<file path="config.mk">
export PLATFORM = sky130hd
export DESIGN_NAME = pcmPadAtten
export DESIGN_NICKNAME = d
export VERILOG_FILES = /design/src/rtl/pcmPadPkg.sv /design/src/rtl/padCtrl.sv /design/src/rtl/pcmExpand.sv /design/src/rtl/pcmCompress.sv /design/src/rtl/padDatapath.sv /design/src/rtl/pcmPadAtten.sv
export SDC_FILE = /design/constraint.sdc
export NUM_CORES = 1
export LEC_CHECK = 0
export BUFFER_PORTS_ARGS = -buffer_cell sky130_fd_sc_hd__buf_2
export CELL_PAD_IN_SITES_DETAIL_PLACEMENT = 2
export CELL_PAD_IN_SITES_GLOBAL_PLACEMENT = 2
export CORE_MARGIN = 1
export CORE_UTILIZATION = 27
export DETAILED_ROUTE_END_ITERATION = 7
export PLACE_DENSITY_LB_ADDON = 0.1
export SLEW_MARGIN = 15
export SYNTH_ARGS = -nofsm -noshare
export SYNTH_HDL_FRONTEND = slang
export SYNTH_HIERARCHICAL = 1
export SYNTH_SLANG_ARGS = --single-unit
</file>
<file path="constraint.sdc">
create_clock -name clk -period 4.14 [get_ports clk]
set_clock_uncertainty 0.15 [all_clocks]
set_input_delay 0.207 -clock clk [delete_from_list [all_inputs] [get_ports clk]]
set_output_delay 0.207 -clock clk [all_outputs]
set_load 0.03 [all_outputs]
</file>
<file path="src/rtl/pcmPadPkg.sv">
package pcmPadPkg;

  localparam int CODE_W      = 8;
  localparam int MAG_W       = 13;
  localparam int SEG_W       = 3;
  localparam int STEP_W      = 4;
  localparam int MU_BIAS     = 33;
  localparam int SEG_BASE    = 5;
  localparam int SHIFT_W     = 2;
  localparam int SHIFT_LOSS6 = 1;
  localparam int SHIFT_LOSS12 = 2;

  localparam logic [CODE_W-1:0] ALAW_TOGGLE = 8'h55;
  localparam logic [CODE_W-1:0] MU_IDLE     = 8'hFF;
  localparam logic [CODE_W-1:0] ALAW_IDLE   = 8'hD5;

  typedef enum logic [1:0] {
    PAD_PASS   = 2'b00,
    PAD_LOSS6  = 2'b01,
    PAD_LOSS12 = 2'b10,
    PAD_IDLE   = 2'b11
  } padMode_e;

  // Strobes from control to datapath
  typedef struct packed {
    logic               passEn;
    logic               idleEn;
    logic [SHIFT_W-1:0] shiftAmt;
  } padCmd_s;

  function automatic logic [CODE_W-1:0] idleCode(input logic isAlaw);
    return isAlaw ? ALAW_IDLE : MU_IDLE;
  endfunction

endpackage

</file>
<file path="src/rtl/padCtrl.sv">
module padCtrl
  import pcmPadPkg::*;
(
  input  logic          clk,
  input  logic          rstN,
  input  logic          frameSync,
  input  logic [1:0]    padCtl,
  output padCmd_s       padCmd
);

  logic     syncPrev;
  logic     syncRise;
  padMode_e modeReg;

  // Edge history is kept through reset so that the first edge after reset is a real edge.
  always_ff @(posedge clk) begin
    syncPrev <= frameSync;
  end

  assign syncRise = frameSync & ~syncPrev;

  always_ff @(posedge clk) begin
    if (!rstN) begin
      modeReg <= PAD_PASS;
    end else if (syncRise) begin
      modeReg <= padMode_e'(padCtl);
    end
  end

  always_comb begin
    padCmd          = '0;
    padCmd.passEn   = (modeReg == PAD_PASS);
    padCmd.idleEn   = (modeReg == PAD_IDLE);
    unique case (modeReg)
      PAD_LOSS6:  padCmd.shiftAmt = SHIFT_W'(SHIFT_LOSS6);
      PAD_LOSS12: padCmd.shiftAmt = SHIFT_W'(SHIFT_LOSS12);
      default:    padCmd.shiftAmt = '0;
    endcase
  end

endmodule

</file>
<file path="src/rtl/pcmExpand.sv">
module pcmExpand
  import pcmPadPkg::*;
#(
  parameter bit IS_ALAW = 1'b0
) (
  input  logic [CODE_W-1:0] code,
  output logic              signBit,
  output logic [MAG_W-1:0]  mag
);

  logic [CODE_W-1:0] raw;
  logic [SEG_W-1:0]  seg;
  logic [STEP_W-1:0] step;
  logic [MAG_W-1:0]  base;

  assign signBit = code[CODE_W-1];
  assign seg     = raw[CODE_W-2 -: SEG_W];
  assign step    = raw[STEP_W-1:0];
  // 2*step + 33, common to both laws
  assign base    = MAG_W'({step, 1'b1}) + MAG_W'(32);

  generate
    if (IS_ALAW) begin : gAlaw
      assign raw = code ^ ALAW_TOGGLE;
      always_comb begin
        if (seg == '0) mag = MAG_W'({step, 1'b1});
        else           mag = base << (seg - SEG_W'(1));
      end
    end else begin : gMulaw
      assign raw = ~code;
      always_comb begin
        mag = (base << seg) - MAG_W'(MU_BIAS);
      end
    end
  endgenerate

endmodule

</file>
<file path="src/rtl/pcmCompress.sv">
module pcmCompress
  import pcmPadPkg::*;
#(
  parameter bit IS_ALAW = 1'b0
) (
  input  logic              signBit,
  input  logic [MAG_W-1:0]  mag,
  output logic [CODE_W-1:0] code
);

  logic [MAG_W-1:0]  biased;
  logic [SEG_W-1:0]  seg;
  logic [STEP_W-1:0] step;

  generate
    if (IS_ALAW) begin : gAlaw
      assign biased = mag;
      always_comb begin
        seg = '0;
        for (int p = SEG_BASE; p < MAG_W - 1; p++) begin
          if (biased[p]) seg = SEG_W'(p - SEG_BASE + 1);
        end
        if (seg == '0) step = STEP_W'(biased >> 1);
        else           step = STEP_W'(biased >> seg);
      end
      assign code = {signBit, {seg, step} ^ ALAW_TOGGLE[CODE_W-2:0]};
    end else begin : gMulaw
      assign biased = mag + MAG_W'(MU_BIAS);
      always_comb begin
        seg = '0;
        for (int p = SEG_BASE; p < MAG_W; p++) begin
          if (biased[p]) seg = SEG_W'(p - SEG_BASE);
        end
        step = STEP_W'(biased >> ({1'b0, seg} + 4'd1));
      end
      assign code = {signBit, ~{seg, step}};
    end
  endgenerate

endmodule

</file>
<file path="src/rtl/padDatapath.sv">
module padDatapath
  import pcmPadPkg::*;
#(
  parameter int NUM_LAWS = 2
) (
  input  logic              clk,
  input  logic              rstN,
  input  logic              lawSel,
  input  padCmd_s           padCmd,
  input  logic [CODE_W-1:0] pcmIn,
  output logic [CODE_W-1:0] pcmOut
);

  logic [CODE_W-1:0] laneCode [NUM_LAWS];

  // One expand/shift/compress lane per law; index 1 is A-law
  for (genvar g = 0; g < NUM_LAWS; g++) begin : gLane
    logic             laneSign;
    logic [MAG_W-1:0] laneMag;
    logic [MAG_W-1:0] laneScaled;

    pcmExpand #(.IS_ALAW(g == 1)) u_expand (
      .code    (pcmIn),
      .signBit (laneSign),
      .mag     (laneMag)
    );

    assign laneScaled = laneMag >> padCmd.shiftAmt;

    pcmCompress #(.IS_ALAW(g == 1)) u_compress (
      .signBit (laneSign),
      .mag     (laneScaled),
      .code    (laneCode[g])
    );
  end

  always_ff @(posedge clk) begin
    if (!rstN) begin
      pcmOut <= idleCode(lawSel);
    end else if (padCmd.idleEn) begin
      pcmOut <= idleCode(lawSel);
    end else if (padCmd.passEn) begin
      pcmOut <= pcmIn;
    end else begin
      pcmOut <= laneCode[lawSel];
    end
  end

endmodule

</file>
<file path="src/rtl/pcmPadAtten.sv">
module pcmPadAtten
  import pcmPadPkg::*;
(
  input  logic       clk,
  input  logic       rstN,
  input  logic       lawSel,
  input  logic       frameSync,
  input  logic [1:0] padCtl,
  input  logic [7:0] pcmIn,
  output logic [7:0] pcmOut
);

  padCmd_s padCmd;

  padCtrl u_ctrl (
    .clk       (clk),
    .rstN      (rstN),
    .frameSync (frameSync),
    .padCtl    (padCtl),
    .padCmd    (padCmd)
  );

  padDatapath #(.NUM_LAWS(2)) u_dp (
    .clk    (clk),
    .rstN   (rstN),
    .lawSel (lawSel),
    .padCmd (padCmd),
    .pcmIn  (pcmIn),
    .pcmOut (pcmOut)
  );

endmodule

</file>
==> impl_metrics.yaml, run 1 <==
clock_tree:
  clock_latency_ns: 0.24
  cts_tree: "done"
  cts_num_sinks: 11
  path_clk_slew_ns: 0.04
  cts_buffers: 3
  clock-root-buffer: "clkbuf_16"
  clockBufferDepth: 2
  htree_levels: 1
finish:
  syn2layout_area_growth_pct: 48.1
  drive_gt1_frac: 0.495
  nets: 548
  final_common_cell: "buf_4"
  layout_common_cells: "buf_4, nand2_1, nor2_1, mux2i_1, a21oi_1"
  antennaDiodeCount: 0
  fill_cells: 1290
timing:
  report.final.hold_viol_count: 0
  setup_slack_ns: -0.0475
  fin_crit_ns: 4.19
  fin_tns_setup_ns: -0.0475
  rsz0062_at_grt: "true"
  slew_violations: 0
  tightest_slew_ns: 0.705
  min_period_over_period: 1.01
  whs_ns: 0.0614
  setup_viol: 1
  slew_headroom: 0.529
  timing.fmax_mhz: 239
grt:
  met2_usage: 0.362
  track_usage: 0.200
  grt_antenna_before_repair: 0
  grt_max_degree: 15
  grt.overflow.total: 0
  use_met1: 0.276
  busiest_layer: "met2"
  grt_pass1_vias: 3963
  met3_usage: 0.00653
  grt_pass1_wl_mm: 20.5
pwr:
  power_frac_comb: 0.812
  ir_worst_vdd_mv: 0.113
  clkPwrFrac: 0.112
  p_switching_uw: 699
  p_int_uw: 893
  seq_power_share: 0.077
  power_density_mw_per_mm2: 331
  p_leak_uw: 0.00196
  sw_frac_of_total: 0.439
floorplanning:
  initial_core_util: 0.281
  row_count: 39
  pin_count: 22
  fp.coreArea_mm2: 0.0116
  die_y_um: 112
  dieArea_mm2: 0.0125
  die_x_um: 112
detailed_routing:
  drt_iter0_drc: 99
  vias_per_cell: 5.33
  routed_wl_mm: 12.3
  num_vias: 3585
  ant_nets: 0
  wl_per_cell_um: 18.3
  drt_pass1_iterations: 8
  drc: 4
worst_setup_path:
  rr_endpoint: "u_dp/pcmOut[0]"
  r2r_start: "u_ctrl/modeReg[1]"
  crit_type: "in2reg"
  critPathMaxFanout: 7
  crit_top_cell: "a211oi_2"
  cp.required_ns: 4.08
  path_cells: "buf_12 > nor2b_4 > o31ai_4 > a31oi_4 > nor4_4 > a211oi_2 > mux4_2 > nand3b_1 > o221a_1 > o311a_4 > a22o_4 > o21ai_4 > inv_4 > mux2i_4 > a2111oi_4 > a211oi_2 > mux2_4 > mux2i_1 > nand2_1"
  r2r_slack_ns: 0.03
  max_stage_delay_ns: 0.53
  critical_path.startpoint: "pcmIn[6]"
  end_kind: "flip-flop"
  arrival_ns: 4.13
  reg2reg_depth: 15
  cp_slowest_cell: "mux4_2"
  cp-start-kind: "input port"
logic_synthesis:
  synth_fp_nets: 412
  synthesis.area_mm2: 0.00325
  avgSynthCellArea_um2: 8.24
  yosysWarningCount: 6
  syn_inst: 394
outcome:
  status: "finished, violations left"
  violations: "design-rule violations, negative setup slack"
place:
  dp_hpwl_mm: 10.2
  io_buffers: 21
  place_congestion: 0.799
  dp_worst_setup_slack_ns: -0.482
flow_run:
  cap_viol_max_count: 0
min_path:
  min_to: "u_dp/pcmOut[7]"
  min_from: "pcmIn[7]"
  hold_class: "in2reg"
  hold_depth: 3
[power groups by stage]
stage	clock network (uW)	registers, uW	logic [uW]
after global routing	188	123	1400
final	178	122	1290
after detailed placement	0	124	1170
after CTS	182	122	1250
after floorplan	0	141	708
after global placement	0	123	1140
[routing by layer]
metal / share of wire / vias to the layer above
met2: 0.50 / 29
met5: 0 / -
met1: 0.49 / 1776
met3: 0.0089 / 5
met4: 0.0031 / 0
li1: - / 1775
[sequential cells by signal, summed over array words and instances (netlist names)]
| register | cells |
|---|---|
| u_ctrl/modeReg | 2 |
| u_ctrl/syncPrev | 1 |
| u_dp/pcmOut | 8 |
[layout make-up]
| class | instances | area, um^2 | area share |
|---|---|---|---|
| sequential | 11 | 220 | 0.0458 |
| inverter | 16 | 62.6 | 0.0130 |
| timing repair buffer | 162 | 1250 | 0.260 |
| tap | 143 | 179 | 0.0372 |
| clock inverter | 1 | 5.00 | 0.00104 |
| clock buffer | 3 | 75.1 | 0.0156 |
| multi-input combinational | 336 | 3010 | 0.627 |
[critical path, delay by kind of cell]
| kind | cells | cell delay (ns) |
|---|---|---|
| muxes | 4 | 1.15 |
| AOI/OAI and AO/OA | 9 | 1.79 |
| buffers and inverters | 2 | 0.19 |
| and+or+nand+nor | 4 | 0.77 |
[worst max-delay path by stage]
stage | cells after the start | endpoint
2_1_floorplan | 20 | u_dp/pcmOut[0]
3_3_place_gp | 18 | u_dp/pcmOut[0]
3_5_place_dp | 19 | u_dp/pcmOut[0]
4_1_cts | 19 | u_dp/pcmOut[0]
5_1_grt | 19 | u_dp/pcmOut[0]
6_report | 19 | u_dp/pcmOut[0]
[per-stage QoR]
step	util	total power, uW	std cells	instance area (um^2)
after detailed placement	0.374	1300	656	4330
final	0.416	1590	672	4810
after floorplan	-	849	394	3340
after global routing	0.416	1710	672	4810
after CTS	0.402	1550	670	4650
after global placement	0.374	1260	656	4330
[timing repair]
action                                  4_1_cts  5_1_grt
resized for setup                            27       32
pin swaps                                    12       13
endpoints found under the hold margin         1        0
hold buffers                                  1        0
endpoints found under the setup margin        4        4
cloned                                        1        0
setup buffers                                 8        2
Note: power is estimated with default switching activity, not from simulation.
==> run 2: changes to the inputs <==
- CORE_UTILIZATION: 27 -> 35
- SLEW_MARGIN: 15 -> default
==> impl_metrics.yaml, run 2 (synthesized netlist as in run 1, its figures left out) <==
outcome:
  status: "finished, violations left"
  violations: "design-rule violations, negative setup slack"
worst_setup_path:
  arrival_ns: 4.75
  critical_path_cell_count: 22
  crit_top_cell: "buf_4"
  critPathMaxFanout: 10
  reg2reg_depth: 19
  end_kind: "flip-flop"
  timing.critical_path.buf_inv: 5
  critical_path.startpoint: "pcmIn[4]"
  r2r_slack_ns: -0.46
  max_stage_delay_ns: 0.58
  crit_type: "in2reg"
  rr_endpoint: "u_dp/pcmOut[2]"
  cp-start-kind: "input port"
  cp_slowest_cell: "mux4_2"
  crit_path_end: "u_dp/pcmOut[2]"
  crit_family: "multiplexers"
  path_cells: "buf_12 > mux2i_4 > nor2_4 > o32ai_4 > nor4_4 > buf_4 > xor2_2 > buf_4 > mux4_2 > a21bo_2 > o221a_1 > o311a_4 > a22o_4 > o21ai_4 > buf_12 > mux2_4 > buf_4 > nor3_4 > o32ai_2 > mux2_4 > mux2i_1 > nand2_1"
  r2r_start: "u_ctrl/modeReg[0]"
  cp.required_ns: 4.08
grt:
  use_met1: 0.432
  grt_pass1_wl_mm: 27.4
  grt_antenna_before_repair: 0
  met3_usage: 0.0322
  busiest_layer: "met2"
  grt.overflow.total: 0
  track_usage: 0.370
  grt_pass1_vias: 4545
  grt_max_degree: 15
  met2_usage: 0.680
timing:
  fin_crit_ns: 4.81
  slew_violations: 0
  slew_headroom: 0.467
  setup_viol: 5
  rsz0062_at_grt: "true"
  report.final.hold_viol_count: 0
  fin_tns_setup_ns: -2.60
  timing.fmax_mhz: 208
  min_period_over_period: 1.16
  setup_slack_ns: -0.668
  tightest_slew_ns: 0.798
finish:
  reg_top3: "u_dp/pcmOut x8, u_ctrl/modeReg x2, u_ctrl/syncPrev x1"
  syn2layout_area_growth_pct: 46.8
  regMostFlops: "u_dp/pcmOut"
  largest_reg_flops: 8
  antennaDiodeCount: 0
  layout_common_cells: "buf_4, nand2_1, nor2_1, mux2i_1, mux4_2"
  final_common_cell: "buf_4"
  nets: 550
  drive_gt1_frac: 0.514
pwr:
  seq_power_share: 0.071
  power_density_mw_per_mm2: 367
  sw_frac_of_total: 0.505
  p_leak_uw: 0.00196
  ir_worst_vdd_mv: 0.133
  p_switching_uw: 882
  p_int_uw: 866
  power_frac_comb: 0.863
  clkPwrFrac: 0.066
floorplanning:
  fp.coreArea_mm2: 0.00885
  row_count: 34
  die_y_um: 98.3
  dieArea_mm2: 0.00967
  die_x_um: 98.3
  initial_core_util: 0.367
  pin_count: 22
flow_run:
  cap_viol_max_count: 0
place:
  place_congestion: 0.861
  dp_hpwl_mm: 11.2
  io_buffers: 21
  dp_worst_setup_slack_ns: -0.679
detailed_routing:
  drt_pass1_iterations: 6
  routed_wl_mm: 19.1
  ant_nets: 0
  num_vias: 4147
  drc: 4
  drt_iter0_drc: 244
  vias_per_cell: 6.49
  wl_per_cell_um: 29.9
clock_tree:
  cts_tree: "done"
  clock-root-buffer: "clkbuf_8"
  htree_levels: 1
  path_clk_slew_ns: 0.05
  clockBufferDepth: 2
  clock_latency_ns: 0.25
  cts_buffers: 3
  cts_num_sinks: 11
min_path:
  hold_class: "in2reg"
-- run 2: cell count changes in the layout (fill, tap and decap cells not counted), sizes merged --
cell	delta
clkinv	-1
clkbuf	+1
buf	+2
-- run 2: area by class of cell --
type | instances | area (um^2)
sequential | 11 | 221
clock buffer | 4 | 45.0
timing repair buffer | 164 | 1260
multi-input combinational | 336 | 3050
tap | 108 | 135
inverter | 16 | 62.6
fill | 943 | 4080
-- run 2: worst min path at each step --
stage / from / end / slack (ns) / cells past startpoint
finish: padCtl[0] / u_ctrl/modeReg[0] / 0.07 / 3
global route: padCtl[0] / u_ctrl/modeReg[0] / 0.09 / 3
floorplan: frameSync / u_ctrl/syncPrev / 0.08 / 0
global placement: frameSync / u_ctrl/syncPrev / 0.18 / 1
CTS: pcmIn[7] / u_dp/pcmOut[7] / 0.05 / 3
detailed placement: frameSync / u_ctrl/syncPrev / 0.18 / 1
-- run 2: power groups by stage --
| stage | Sequential [uW] | Clock [uW] | Combinational [uW] |
|---|---|---|---|
| finish | 123 | 116 | 1510 |
| floorplan | 141 | 0 | 708 |
| CTS | 122 | 115 | 1280 |
| global placement | 123 | 0 | 1080 |
| global route | 124 | 123 | 1550 |
| detailed placement | 124 | 0 | 1160 |
-- run 2: what timing repair did --
action / in CTS / in global routing
hold buffers: 1 / 0
buffers inserted: 13 / 13
endpoints found under the hold margin: 1 / 0
pin swaps: 17 / 23
endpoints found under the setup margin: 4 / 7
resized for setup: 46 / 17
-- run 2: stage by stage --
step / util / instances / cell area, um^2 / power (uW) / hold slack (ns)
global placement: 0.475 / 608 / 4200 / 1210 / 0.177
CTS: 0.519 / 626 / 4590 / 1520 / 0.0519
detailed placement: 0.475 / 608 / 4200 / 1290 / 0.178
global route: 0.539 / 639 / 4770 / 1800 / 0.0941
finish: 0.539 / 639 / 4770 / 1750 / 0.0729
floorplan: - / 394 / 3340 / 849 / 0.0847
-- run 2: per-layer routing --
metal	vias to the layer above	wire (um)
li1	1778	-
met1	2109	7480
met2	169	9790
met3	91	586
met4	0	1240
met5	-	0
-- run 2: tightest hold or removal path, stage by stage --
cell and delay [ns]:
buf_2 0.10, nand2_1 0.06, mux2i_1 0.07
==> run 3: changes to the inputs <==
- PLACE_DENSITY_LB_ADDON: 0.1 -> 0.12
==> impl_metrics.yaml, run 3 (synthesized netlist as in run 1, its figures left out) <==
floorplanning:
  pin_count: 22
  row_count: 34
  dieArea_mm2: 0.00967
  die_x_um: 98.3
  initial_core_util: 0.367
  fp.coreArea_mm2: 0.00885
  die_y_um: 98.3
worst_setup_path:
  crit_type: "in2reg"
  reg2reg_depth: 16
  arrival_ns: 4.53
  critPathMaxFanout: 6
  end_kind: "flip-flop"
  cp-start-kind: "input port"
  cp.required_ns: 4.07
detailed_routing:
  drc: 4
  drt_pass1_iterations: 8
  drt_iter0_drc: 218
  routed_wl_mm: 16.5
  vias_per_cell: 6.35
  num_vias: 3969
  wl_per_cell_um: 26.4
  ant_nets: 0
clock_tree:
  clock_latency_ns: 0.24
  clock-root-buffer: "clkbuf_8"
  clockBufferDepth: 2
  cts_num_sinks: 11
  htree_levels: 1
  path_clk_slew_ns: 0.05
  cts_tree: "done"
  cts_buffers: 3
outcome:
  violations: "design-rule violations, negative setup slack"
  status: "finished, violations left"
timing:
  rsz0062_at_grt: "true"
  fin_crit_ns: 4.60
  timing.fmax_mhz: 218
  report.final.hold_viol_count: 0
  whs_ns: 0.0652
  min_period_over_period: 1.11
  tightest_slew_ns: 0.657
  setup_slack_ns: -0.456
  slew_violations: 0
  slew_headroom: 0.561
  setup_viol: 4
finish:
  largest_reg_flops: 8
  regMostFlops: "u_dp/pcmOut"
  fill_cells: 949
  layout_common_cells: "buf_4, nand2_1, nor2_1, mux2i_1"
  fin_util: 0.521
  design_area_mm2: 0.00461
  antennaDiodeCount: 0
  reg_top3: "u_dp/pcmOut x8, u_ctrl/modeReg x2, u_ctrl/syncPrev x1"
  nets: 536
  fin_cells: 625
  final_common_cell: "buf_4"
  drive_gt1_frac: 0.480
  syn2layout_area_growth_pct: 42.0
place:
  dp_cells: 604
  place_congestion: 0.819
  dpl_cell_area_mm2: 0.00416
  dp_worst_setup_slack_ns: -0.675
  io_buffers: 21
  dp_hpwl_mm: 11.4
grt:
  grt_pass1_wl_mm: 24.3
  grt_pass1_vias: 4263
  grt.overflow.total: 0
  grt_max_degree: 15
  track_usage: 0.324
  grt_antenna_before_repair: 1
pwr:
  p_leak_uw: 0.00188
  power_density_mw_per_mm2: 349
  ir_worst_vdd_mv: 0.145
min_path:
  hold_class: "in2reg"
  hold_depth: 3
flow_run:
  cap_viol_max_count: 0
run 3: cell types whose count changed in the layout (fill, tap and decap cells not counted), sizes merged:
cell / before / now
buf: 163 / 149
run 3: power by group:
| part | internal, uW | switching [uW] |
|---|---|---|
| clock | 67.4 | 38.7 |
| combinational | 639 | 745 |
| sequential | 117 | 4.60 |
run 3: layer usage:
layer  vias up  part of all wire  global-route usage
li1       1751                 -                   -
met1      2018              0.37               0.370
met2       143              0.54               0.624
met3        55             0.043              0.0272
met4         2             0.039               0.117
met5         -           0.00079                   0
run 3: worst paths after layout:
path | startpoint | end | slack [ns]
max reg2reg | u_ctrl/modeReg[0] | u_dp/pcmOut[0] | -0.39
max | pcmIn[3] | u_dp/pcmOut[0] | -0.46
min reg2reg | u_ctrl/modeReg[0] | u_ctrl/modeReg[0] | 0.42
min | pcmIn[7] | u_dp/pcmOut[7] | 0.07
run 3: through the flow:
step | total power [uW] | TNS (ns)
5_1_grt | 1690 | -1.90
2_1_floorplan | 849 | -0.0907
3_3_place_gp | 1210 | -0.992
3_5_place_dp | 1290 | -2.64
6_report | 1610 | -1.34
4_1_cts | 1470 | -0.396
run 3: area by class of cell:
cell class / instances / area [um^2] / area share
inverter: 16 / 65.1 / 0.0141
multi-input combinational: 336 / 2980 / 0.645
sequential: 11 / 220 / 0.0477
tap: 108 / 135 / 0.0293
clock buffer: 4 / 45.0 / 0.00977
timing repair buffer: 150 / 1170 / 0.254
run 3: worst max-delay path, stage by stage:
cell       delay [ns]
buf_6            0.10
buf_6            0.11
buf_4            0.14
nand3_2          0.09
o31ai_4          0.10
a31oi_4          0.27
nor3_2           0.11
nand2b_1         0.24
mux4_2           0.58
a41oi_4          0.35
o221a_1          0.32
o311a_4          0.23
a22o_4           0.14
o21ai_4          0.09
inv_4            0.08
buf_4            0.12
o21ai_1          0.11
a2111oi_2        0.44
a211oi_2         0.11
mux2_4           0.30
mux2i_1          0.18
nand2_1          0.10
run 3: repair_timing:
| action | 4_1_cts | 5_1_grt |
|---|---|---|
| gates cloned | 1 | 0 |
| resized for setup | 34 | 22 |
| pin swaps | 15 | 21 |
| hold buffers | 1 | 0 |
| hold endpoints to repair | 1 | 0 |
| buffers inserted | 9 | 7 |
| setup endpoints to repair | 4 | 6 |
